### src/rtl/ccfg_pkg.sv
package ccfg_pkg;

    localparam int REG_W = 32;

    localparam logic [7:0] OFF_CC     = 8'h14;
    localparam logic [7:0] OFF_CSTS   = 8'h1C;
    localparam logic [7:0] OFF_AQA    = 8'h24;
    localparam logic [7:0] OFF_ASQ_LO = 8'h28;
    localparam logic [7:0] OFF_ASQ_HI = 8'h2C;
    localparam logic [7:0] OFF_ACQ_LO = 8'h30;
    localparam logic [7:0] OFF_ACQ_HI = 8'h34;

    localparam logic [REG_W-1:0] CC_WMASK  = 32'h00FF_FFF1;
    localparam logic [REG_W-1:0] AQA_WMASK = 32'h0FFF_0FFF;

    typedef enum logic [1:0] {
        SHST_IDLE = 2'b00,
        SHST_BUSY = 2'b01,
        SHST_DONE = 2'b10
    } shst_e;

    typedef struct packed {
        logic [27:0] rsvd;
        shst_e       shst;
        logic        fatal;
        logic        ready;
    } csts_t;

    typedef struct packed {
        logic cc;
        logic csts;
        logic aqa;
        logic asq_lo;
        logic asq_hi;
        logic acq_lo;
        logic acq_hi;
    } sel_t;

    function automatic logic cc_enable(input logic [REG_W-1:0] v);
        return v[0];
    endfunction

    function automatic logic [1:0] cc_shutdown(input logic [REG_W-1:0] v);
        return v[15:14];
    endfunction

endpackage

### src/rtl/ccfg_decode.sv
module ccfg_decode
    import ccfg_pkg::*;
#(
    parameter int ADDR_W = 8
) (
    input  logic [ADDR_W-1:0] addr,
    output sel_t              sel
);
    always_comb begin
        sel        = '0;
        sel.cc     = (addr == ADDR_W'(OFF_CC));
        sel.csts   = (addr == ADDR_W'(OFF_CSTS));
        sel.aqa    = (addr == ADDR_W'(OFF_AQA));
        sel.asq_lo = (addr == ADDR_W'(OFF_ASQ_LO));
        sel.asq_hi = (addr == ADDR_W'(OFF_ASQ_HI));
        sel.acq_lo = (addr == ADDR_W'(OFF_ACQ_LO));
        sel.acq_hi = (addr == ADDR_W'(OFF_ACQ_HI));
    end
endmodule

### src/rtl/ccfg_adminq.sv
module ccfg_adminq
    import ccfg_pkg::*;
#(
    parameter int BASE_W     = 64,
    parameter int ALIGN_BITS = 12
) (
    input  logic              clk,
    input  logic              rst,
    input  logic              wr_en,
    input  sel_t              sel,
    input  logic [REG_W-1:0]  wdata,
    output logic [REG_W-1:0]  aqa_q,
    output logic [BASE_W-1:0] asq_q,
    output logic [BASE_W-1:0] acq_q
);
    localparam int HI_W = BASE_W - REG_W;
    localparam logic [REG_W-1:0] LO_MASK = ~((REG_W'(1) << ALIGN_BITS) - REG_W'(1));

    logic [1:0]             lo_wr;
    logic [1:0]             hi_wr;
    logic [1:0][BASE_W-1:0] base_q;

    assign lo_wr = {sel.acq_lo, sel.asq_lo} & {2{wr_en}};
    assign hi_wr = {sel.acq_hi, sel.asq_hi} & {2{wr_en}};

    always_ff @(posedge clk) begin
        if (rst) begin
            aqa_q <= '0;
        end else if (wr_en && sel.aqa) begin
            aqa_q <= wdata & AQA_WMASK;
        end
    end

    for (genvar g = 0; g < 2; g++) begin : g_base
        logic [REG_W-1:0] lo_q;
        logic [HI_W-1:0]  hi_q;
        always_ff @(posedge clk) begin
            if (rst) begin
                lo_q <= '0;
                hi_q <= '0;
            end else begin
                if (lo_wr[g]) lo_q <= wdata & LO_MASK;
                if (hi_wr[g]) hi_q <= wdata[HI_W-1:0];
            end
        end
        assign base_q[g] = {hi_q, lo_q};
    end

    assign asq_q = base_q[0];
    assign acq_q = base_q[1];
endmodule

### src/rtl/ccfg_ctrl.sv
module ccfg_ctrl
    import ccfg_pkg::*;
(
    input  logic             clk,
    input  logic             rst,
    input  logic             wr_cc,
    input  logic [REG_W-1:0] wdata,
    input  logic             start_done,
    input  logic             start_ok,
    output logic [REG_W-1:0] cc_q,
    output csts_t            csts_q,
    output logic             start_req,
    output logic             stop_req,
    output logic             quiesce_req,
    output logic             irq_reset
);
    logic             pend_q;
    logic             pend_n;
    logic [REG_W-1:0] cc_n;
    csts_t            csts_n;
    logic             start_n;
    logic             stop_n;
    logic             quiesce_n;
    logic [REG_W-1:0] cc_new;
    logic             en_rise;
    logic             en_fall;
    logic             shn_set;
    logic             shn_clr;

    assign cc_new  = wdata & CC_WMASK;
    assign en_rise = wr_cc &&  cc_enable(cc_new) && !cc_enable(cc_q);
    assign en_fall = wr_cc && !cc_enable(cc_new) &&  cc_enable(cc_q);
    assign shn_set = wr_cc && (cc_shutdown(cc_new) != 2'b00) && (cc_shutdown(cc_q) == 2'b00);
    assign shn_clr = wr_cc && (cc_shutdown(cc_new) == 2'b00) && (cc_shutdown(cc_q) != 2'b00);

    always_comb begin
        cc_n      = cc_q;
        csts_n    = csts_q;
        pend_n    = pend_q;
        start_n   = 1'b0;
        stop_n    = 1'b0;
        quiesce_n = 1'b0;

        // start result first, so a same-cycle disable overrides it
        if (start_done && pend_q) begin
            csts_n.ready = start_ok;
            csts_n.fatal = !start_ok;
            pend_n       = 1'b0;
        end

        if (wr_cc) begin
            cc_n = cc_new;
        end

        if (en_rise) begin
            start_n = 1'b1;
            pend_n  = 1'b1;
        end else if (en_fall) begin
            cc_n   = '0;
            csts_n = '0;
            stop_n = 1'b1;
            pend_n = 1'b0;
        end

        if (shn_set) begin
            quiesce_n   = 1'b1;
            csts_n.shst = SHST_DONE;
        end else if (shn_clr) begin
            csts_n.shst = SHST_IDLE;
        end
    end

    always_ff @(posedge clk) begin
        if (rst) begin
            cc_q        <= '0;
            csts_q      <= '0;
            pend_q      <= 1'b0;
            start_req   <= 1'b0;
            stop_req    <= 1'b0;
            quiesce_req <= 1'b0;
            irq_reset   <= 1'b0;
        end else begin
            cc_q        <= cc_n;
            csts_q      <= csts_n;
            pend_q      <= pend_n;
            start_req   <= start_n;
            stop_req    <= stop_n;
            quiesce_req <= quiesce_n;
            irq_reset   <= stop_n;
        end
    end
endmodule

### src/rtl/ctrl_cfg_regs.sv
module ctrl_cfg_regs
    import ccfg_pkg::*;
#(
    parameter int ADDR_W = 8,
    parameter int BASE_W = 64
) (
    input  logic              clk,
    input  logic              rst,
    input  logic              wr_en,
    input  logic              rd_en,
    input  logic [ADDR_W-1:0] addr,
    input  logic [31:0]       wdata,
    output logic [31:0]       rdata,
    input  logic              start_done,
    input  logic              start_ok,
    output logic              start_req,
    output logic              stop_req,
    output logic              quiesce_req,
    output logic              irq_reset,
    output logic [31:0]       cc_q,
    output logic [31:0]       csts_q,
    output logic [31:0]       aqa_q,
    output logic [BASE_W-1:0] asq_q,
    output logic [BASE_W-1:0] acq_q
);
    sel_t             sel;
    csts_t            csts_s;
    logic [REG_W-1:0] rd_mux;

    ccfg_decode #(.ADDR_W(ADDR_W)) u_dec (
        .addr (addr),
        .sel  (sel)
    );

    ccfg_ctrl u_ctrl (
        .clk         (clk),
        .rst         (rst),
        .wr_cc       (wr_en && sel.cc),
        .wdata       (wdata),
        .start_done  (start_done),
        .start_ok    (start_ok),
        .cc_q        (cc_q),
        .csts_q      (csts_s),
        .start_req   (start_req),
        .stop_req    (stop_req),
        .quiesce_req (quiesce_req),
        .irq_reset   (irq_reset)
    );

    ccfg_adminq #(.BASE_W(BASE_W)) u_aq (
        .clk   (clk),
        .rst   (rst),
        .wr_en (wr_en),
        .sel   (sel),
        .wdata (wdata),
        .aqa_q (aqa_q),
        .asq_q (asq_q),
        .acq_q (acq_q)
    );

    assign csts_q = csts_s;

    always_comb begin
        rd_mux = '0;
        unique case (1'b1)
            sel.cc:     rd_mux = cc_q;
            sel.csts:   rd_mux = csts_s;
            sel.aqa:    rd_mux = aqa_q;
            sel.asq_lo: rd_mux = asq_q[REG_W-1:0];
            sel.asq_hi: rd_mux = REG_W'(asq_q >> REG_W);
            sel.acq_lo: rd_mux = acq_q[REG_W-1:0];
            sel.acq_hi: rd_mux = REG_W'(acq_q >> REG_W);
            default:    rd_mux = '0;
        endcase
    end

    always_ff @(posedge clk) begin
        if (rst) begin
            rdata <= '0;
        end else if (rd_en) begin
            rdata <= rd_mux;
        end
    end
endmodule

### config.mk
export PLATFORM = sky130hd
export DESIGN_NAME = ctrl_cfg_regs
export DESIGN_NICKNAME = d
export VERILOG_FILES = /design/src/rtl/ccfg_pkg.sv /design/src/rtl/ccfg_decode.sv /design/src/rtl/ccfg_adminq.sv /design/src/rtl/ccfg_ctrl.sv /design/src/rtl/ctrl_cfg_regs.sv
export SDC_FILE = /design/constraint.sdc
export NUM_CORES = 1
export LEC_CHECK = 0
export ABC_AREA = 1
export BUFFER_PORTS_ARGS = -buffer_cell sky130_fd_sc_hd__buf_2
export CORE_MARGIN = 10
export CORE_UTILIZATION = 54
export CTS_CLUSTER_DIAMETER = 100
export CTS_CLUSTER_SIZE = 14
export DETAILED_ROUTE_END_ITERATION = 8
export PLACE_DENSITY_LB_ADDON = 0.3
export SLEW_MARGIN = 20
export SYNTH_ARGS = -nofsm -noshare
export SYNTH_HDL_FRONTEND = slang
export SYNTH_SLANG_ARGS = --single-unit
### constraint.sdc
create_clock -name clk -period 2.9 [get_ports clk]
set_input_delay 0.435 -clock clk [delete_from_list [all_inputs] [get_ports clk]]
set_output_delay 0.435 -clock clk [all_outputs]
set_load 0.02 [all_outputs]
Word level (Yosys, flattened, before mapping)
Cells that the tools add are included.
- $add $sub $neg: 0
- $mul: 0
- div/mod/pow operators: 0
- order comparisons: 0
- eq/ne operators: 8
- shifts and indexed selects: 0
- multiplexer cells: 15
- bitwise gates (word level): 2
- reduce and logical (&&, ||, !) cells: 22
- operators with widths (kind ; number):
    32-bit case mux with 7 select lines ; 1
    32-bit two-way mux ; 3
    8-bit by 6-bit == test with 1-bit output (second input constant) ; 5
    8-bit by 5-bit == test with 1-bit output (second input constant) ; 2
    1-bit logical AND ; 11
    4-bit two-way mux ; 2
    1-bit two-way mux ; 6
    2-bit two-way mux ; 3
    3-bit nonzero test ; 2
    2-bit bitwise AND ; 2
    2-bit logical NOT ; 2
    2-bit nonzero test ; 2
    1-bit logical NOT ; 3
    3-bit inequality test (second input constant) ; 1
    2-bit AND reduction ; 1
    2-bit OR reduction ; 1
- register bits after elaboration: 199
- bits in latches: 0
- bits in writable memories: 0
- memory bits (read-only): 0
- input bits: 46
- output and inout bits: 260
- logic and storage cells: 61
- memories: 0

Longest topological paths before layout
- depth after elaboration: 8
- depth in mapped cells: 11
- gate-level depth less buffers: 9

Cells and area by module
From an unflattened synthesis, not the netlist that was laid out.
- cells, all modules: 1666
- area total of the unflattened synthesis: 10354.9 µm²
- by module, submodules not included (module ; times used ; cells each ; area each (µm²) ; seq. area each (µm²)):
    ccfg_adminq ; 1 ; 846 ; 5430.2 ; 2562.5
    ctrl_cfg_regs ; 1 ; 611 ; 3165.5 ; 640.6
    ccfg_ctrl ; 1 ; 180 ; 1627.8 ; 780.7
    ccfg_decode ; 1 ; 29 ; 131.4 ; 0.0

Worst setup path after synthesis
Ideal clock, no wire load.
- path type: input -> register
- start point: input port addr[6]
- end point: register u_ctrl.csts_q[1] (netlist name)
- library setup time: 0.117 ns
- arrival time: 1.382 ns
- required time: 2.783 ns
- setup slack: 1.401 ns
- cell stages on the path: 9
- path buffers: 1
- cells stage by stage: inv_1 -> nand2_2 -> nor2_4 -> nand3_4 -> nor2_1 -> nand2_1 -> nand2_2 -> buf_4 -> nor2_1
- cells in the longest elaborated chain, start to end: 6
- elaborated cells on any way between the ends: 8
- classes of those cells: eq/ne: 1; mux: 2; reduce/logical: 5
- RTL lines (what ; line ; source):
    start: declaration ; ctrl_cfg_regs.sv:11 ; input logic [ADDR_W-1:0] addr,
    8-bit by 5-bit == test with 1-bit output * ; ccfg_decode.sv:11 ; sel.cc = (addr == ADDR_W'(OFF_CC));
    1-bit logical AND * ; ctrl_cfg_regs.sv:38 ; .wr_cc (wr_en && sel.cc),
    1-bit logical AND (2 in series) ; ccfg_ctrl.sv:32 ; assign en_fall = wr_cc && !cc_enable(cc_new) && cc_enable(cc_q);
    4-bit two-way mux ; ccfg_ctrl.sv:58 ; end else if (en_fall) begin
    4-bit two-way mux * ; ccfg_ctrl.sv:55 ; if (en_rise) begin
Every way passes the cells marked *; elsewhere a longest branch is shown, timed or not. The select of a mux whose other input is x is not followed.
A chain may end at the register's enable or synchronous reset.

Worst setup path after layout
- start point: input port addr[6]
- end point: register u_aq.g_base[1].lo_q[16]
- cells in the longest elaborated chain, start to end: 2
- RTL lines (what ; line ; source):
    8-bit by 6-bit == test with 1-bit output ; ccfg_decode.sv:16 ; sel.acq_lo = (addr == ADDR_W'(OFF_ACQ_LO));
    2-bit bitwise AND ; ccfg_adminq.sv:23 ; assign lo_wr = {sel.acq_lo, sel.asq_lo} & {2{wr_en}};
    end signal: assignment ; ccfg_adminq.sv:42 ; if (lo_wr[g]) lo_q <= wdata & LO_MASK;
    end: declaration ; ccfg_adminq.sv:35 ; logic [REG_W-1:0] lo_q;
No other way between the ends.

==> metrics.log <==
INFO  metric postRouteAntennaNets = 0
INFO  metric maxUsedRoutingLayer = met5
INFO  metric area_growth = 18.54%
INFO  metric sequential_element_share_of_the_synthesized_area = 45.04%
INFO  metric type_of_origin_of_the_critical_path = input pin
INFO  metric fin_nets = 1454
INFO  metric report.power.total = 0.005528 W
INFO  metric setup_violations = 0
INFO  metric clock_tree.htree_level_count = 4
INFO  metric netlist_area = 8846 sq um
INFO  metric syn_inst = 1211
INFO  metric fin_crit_sh = 61.10%
INFO  metric drt-met1-wl = 11520 um
INFO  metric slew_headroom = 47.07%
INFO  metric gpl.final_weighted_congestion = 0.8785
INFO  metric layout.cells.most_common_list = buf_2 (244), dfxtp_1 (199), a21oi_1 (162), nand3_1 (144), inv_1 (138)
INFO  metric time_the_final_worst_path_needs_with_i_o_delays_and_setup = 1.772 ns
INFO  metric numPortBuffers = 244
INFO  metric grt_start_max_net_pins = 132
INFO  metric clkLatencyLatePin = 0.43 ns
INFO  metric post_cts_resized = 0
INFO  metric cellPowerDensity = 527.1 nW/um^2
INFO  metric detailroute.wirelength.met2 = 14460 um
INFO  metric max_stage_delay = 0.32 ns
INFO  metric critical-path-slowest-cell = buf_4
INFO  metric ctsRootBufferMaster = clkbuf_16
INFO  metric vdd_ir_drop_max = 0.0004101 V
INFO  metric dr_total_vias = 8910
INFO  metric yosysUniqueCellTypes = 24
INFO  metric syn-mean-instance-area = 7.305 sq um
INFO  metric floorplan.die_area = 21900 sq um
INFO  metric rsz_0062_raised_after_global_routing = no
INFO  metric path_delay_family = simple AND/OR/NAND/NOR gates
INFO  metric drt-pass1-iter-count = 6
INFO  metric die_w = 148.0 um
INFO  metric fmaxAchievable = 0.5644 GHz
INFO  metric share_of_the_synthesized_area_in_the_top_cell_type = 45.04%
INFO  metric synth_top_cell_by_area = dfxtp_1
INFO  metric gr-usage-all-layers = 26.75%
INFO  metric yosysWarnings = 0
INFO  metric final.setup_skew = 0.007098 ns
INFO  metric place_area = 9869 sq um
INFO  metric cts-root-to-sink-buffers = 2
INFO  metric wire_per_inst = 18.73 um
INFO  metric finalSetupTns = 0 ns
INFO  metric io_pins = 306
INFO  metric row_count = 46
INFO  metric report.final.hold_viol_count = 0
INFO  metric worstPathArrival = 2.13 ns
INFO  metric first_iter_violations = 799
INFO  metric cts.repair_timing.setup_buffer_count = 0
INFO  metric floorplan.initialDensity = 55.49%
INFO  metric layout.cells.most_common = buf_2
INFO  metric cp_data_required_time = 3.26 ns
INFO  metric critPathMostFrequentCell = buf_4
INFO  metric worst-slew-pin-transition = 0.7920 ns
INFO  metric postLayoutSetupSlackWorst = 1.128 ns
INFO  metric critical_path_sink_type = flip-flop
INFO  metric viasPerCell = 5.436
INFO  metric grt_remaining_overflow = 0
INFO  metric grt_first_pass_wirelength = 47050 um
INFO  metric timing_worst_setup_path_type = in2reg
INFO  metric fill_cells = 1445
INFO  metric place_hpwl = 21480 um
INFO  metric worstPathCellList = buf_2 -> inv_1 -> nand2_2 -> nor2_4 -> buf_4 -> nand2_1 -> nor2_2 -> buf_4 -> o21ai_0 -> nor2_1
INFO  metric cts_stage_hold_buffer_count = 0
INFO  metric amount_of_wire_on_met3_after_detailed_routing = 3947 um
INFO  metric cts_buffers = 17
INFO  metric fp.coreArea = 15940 sq um
INFO  metric cts.clk_slew.worst_paths = 0.07 ns
INFO  metric drv_cap = 0
INFO  metric min-delay-path-class = in2reg
INFO  metric p_leak = 4.762 nW
INFO  metric antenna_found_initial = 4
INFO  metric path_max_fanout = 20
INFO  metric clock_tree_from_tritoncts = done
INFO  metric status = complete, no violations
INFO  metric design_area = 10490 sq um
INFO  metric yosys-top-cells-area = dfxtp_1 (45%), a21oi_1 (9.2%), nand3_1 (8.3%)
INFO  metric sum_of_routed_wire_length_over_all_layers = 30710 um
INFO  metric slew_viol_final = 0
INFO  metric grt_pass1_vias = 8538
INFO  metric detailedPlace.worstSlack = 0.7684 ns
INFO  metric synthesis_stage_register_bit_count = 199
INFO  metric layout-drive-gt1-share = 22.94%
INFO  metric drcViolationCount = 0
INFO  metric clock_sinks = 199
INFO  metric chipHeight = 148.0 um
INFO  metric worstPathBufferInverterCount = 4
[sequential cells by signal, summed over array words and instances (netlist names), named ones only]
signal / count
u_aq.aqa_q: 24
u_ctrl.start_req: 1
u_aq.g_base.lo_q: 40
u_ctrl.quiesce_req: 1
u_ctrl.pend_q: 1
u_ctrl.csts_q: 3
rdata: 32
u_ctrl.stop_req: 1
u_ctrl.cc_q: 31
u_aq.g_base.hi_q: 64
[metrics by stage]
| stage | utilization (%) | hold WS [ns] | instances |
|---|---|---|---|
| after floorplan | - | 0.4541 | 1271 |
| after global placement | 61.91 | 0.4432 | 1605 |
| after detailed placement | 61.91 | 0.4469 | 1605 |
| after CTS | 65.74 | 0.2677 | 1637 |
| after global routing | 65.74 | 0.2778 | 1637 |
| final | 65.77 | 0.2694 | 1639 |
[kinds of logic (layout without fill, tap and decap cells)]
| logic type | Yosys count | after routing | synth area share (%) |
|---|---|---|---|
| AOI/OAI and AO/OA | 356 | 356 | 20.21 |
| buffers and inverters | 294 | 444 | 16.39 |
| DFF | 199 | 199 | 45.04 |
| other | 1 | 63 | 0.04239 |
| and+or+nand+nor | 361 | 361 | 18.32 |
[worst reg2reg max path, delay by kind of cell (launching register included)]
kind,cells,cell delay (ns)
compound gates,1,0.13
flops,1,0.42
simple gates,2,0.54
[final timing paths]
path / startpoint / endpoint / slack [ns] / depth (start not counted)
max: addr[6] / u_aq.g_base[1].lo_q[16] / 1.13 / 10
min: start_ok / u_ctrl.csts_q[0] / 0.27 / 3
max reg2reg: flip-flop / u_ctrl.csts_q[3] / 1.66 / 3
min reg2reg: u_aq.g_base[0].hi_q[31] / u_aq.g_base[0].hi_q[31] / 0.46 / 2
[cells in the mapped netlist]
master and instances:
dfxtp_1 199, a21oi_1 162, nand3_1 147, inv_1 139
nand2_1 137, o21ai_0 137, buf_4 71, nor2_1 61
o21ai_1 54, clkbuf_1 46, buf_2 22, buf_6 7
inv_2 7, nand2_2 5, nor2_4 4, nor2_2 3
buf_1 2, o22ai_1 2, conb_1 1, nand2_4 1
nand3_2 1, nand3_4 1, nand3b_1 1, o21ai_2 1
[layout make-up]
class | instances | area, sq um | share of cell area [%]
antenna | 2 | 5.005 | 0.04773
clock buffer | 18 | 439.2 | 4.188
sequential | 199 | 3984 | 37.99
clock inverter | 14 | 172.7 | 1.647
tap | 216 | 270.3 | 2.577
multi-input combinational | 778 | 3655 | 34.85
timing repair buffer | 266 | 1411 | 13.46
inverter | 146 | 549.3 | 5.238
[routing by layer]
metal  up-vias  global-route usage [%]
li1       4228                       -
met1      4061                   30.77
met2       543                   43.76
met3        72                   10.47
met4         6                   10.41
met5         -                       0
[power by group]
| group | internal, W | switching (W) | total (W) |
|---|---|---|---|
| clock network | 0.00139 | 0.00109 | 0.00247 |
| registers | 0.00273 | 0.00000353 | 0.00274 |
| logic | 0.0000617 | 0.000255 | 0.000317 |
Note: power is estimated with default switching activity, not from simulation.
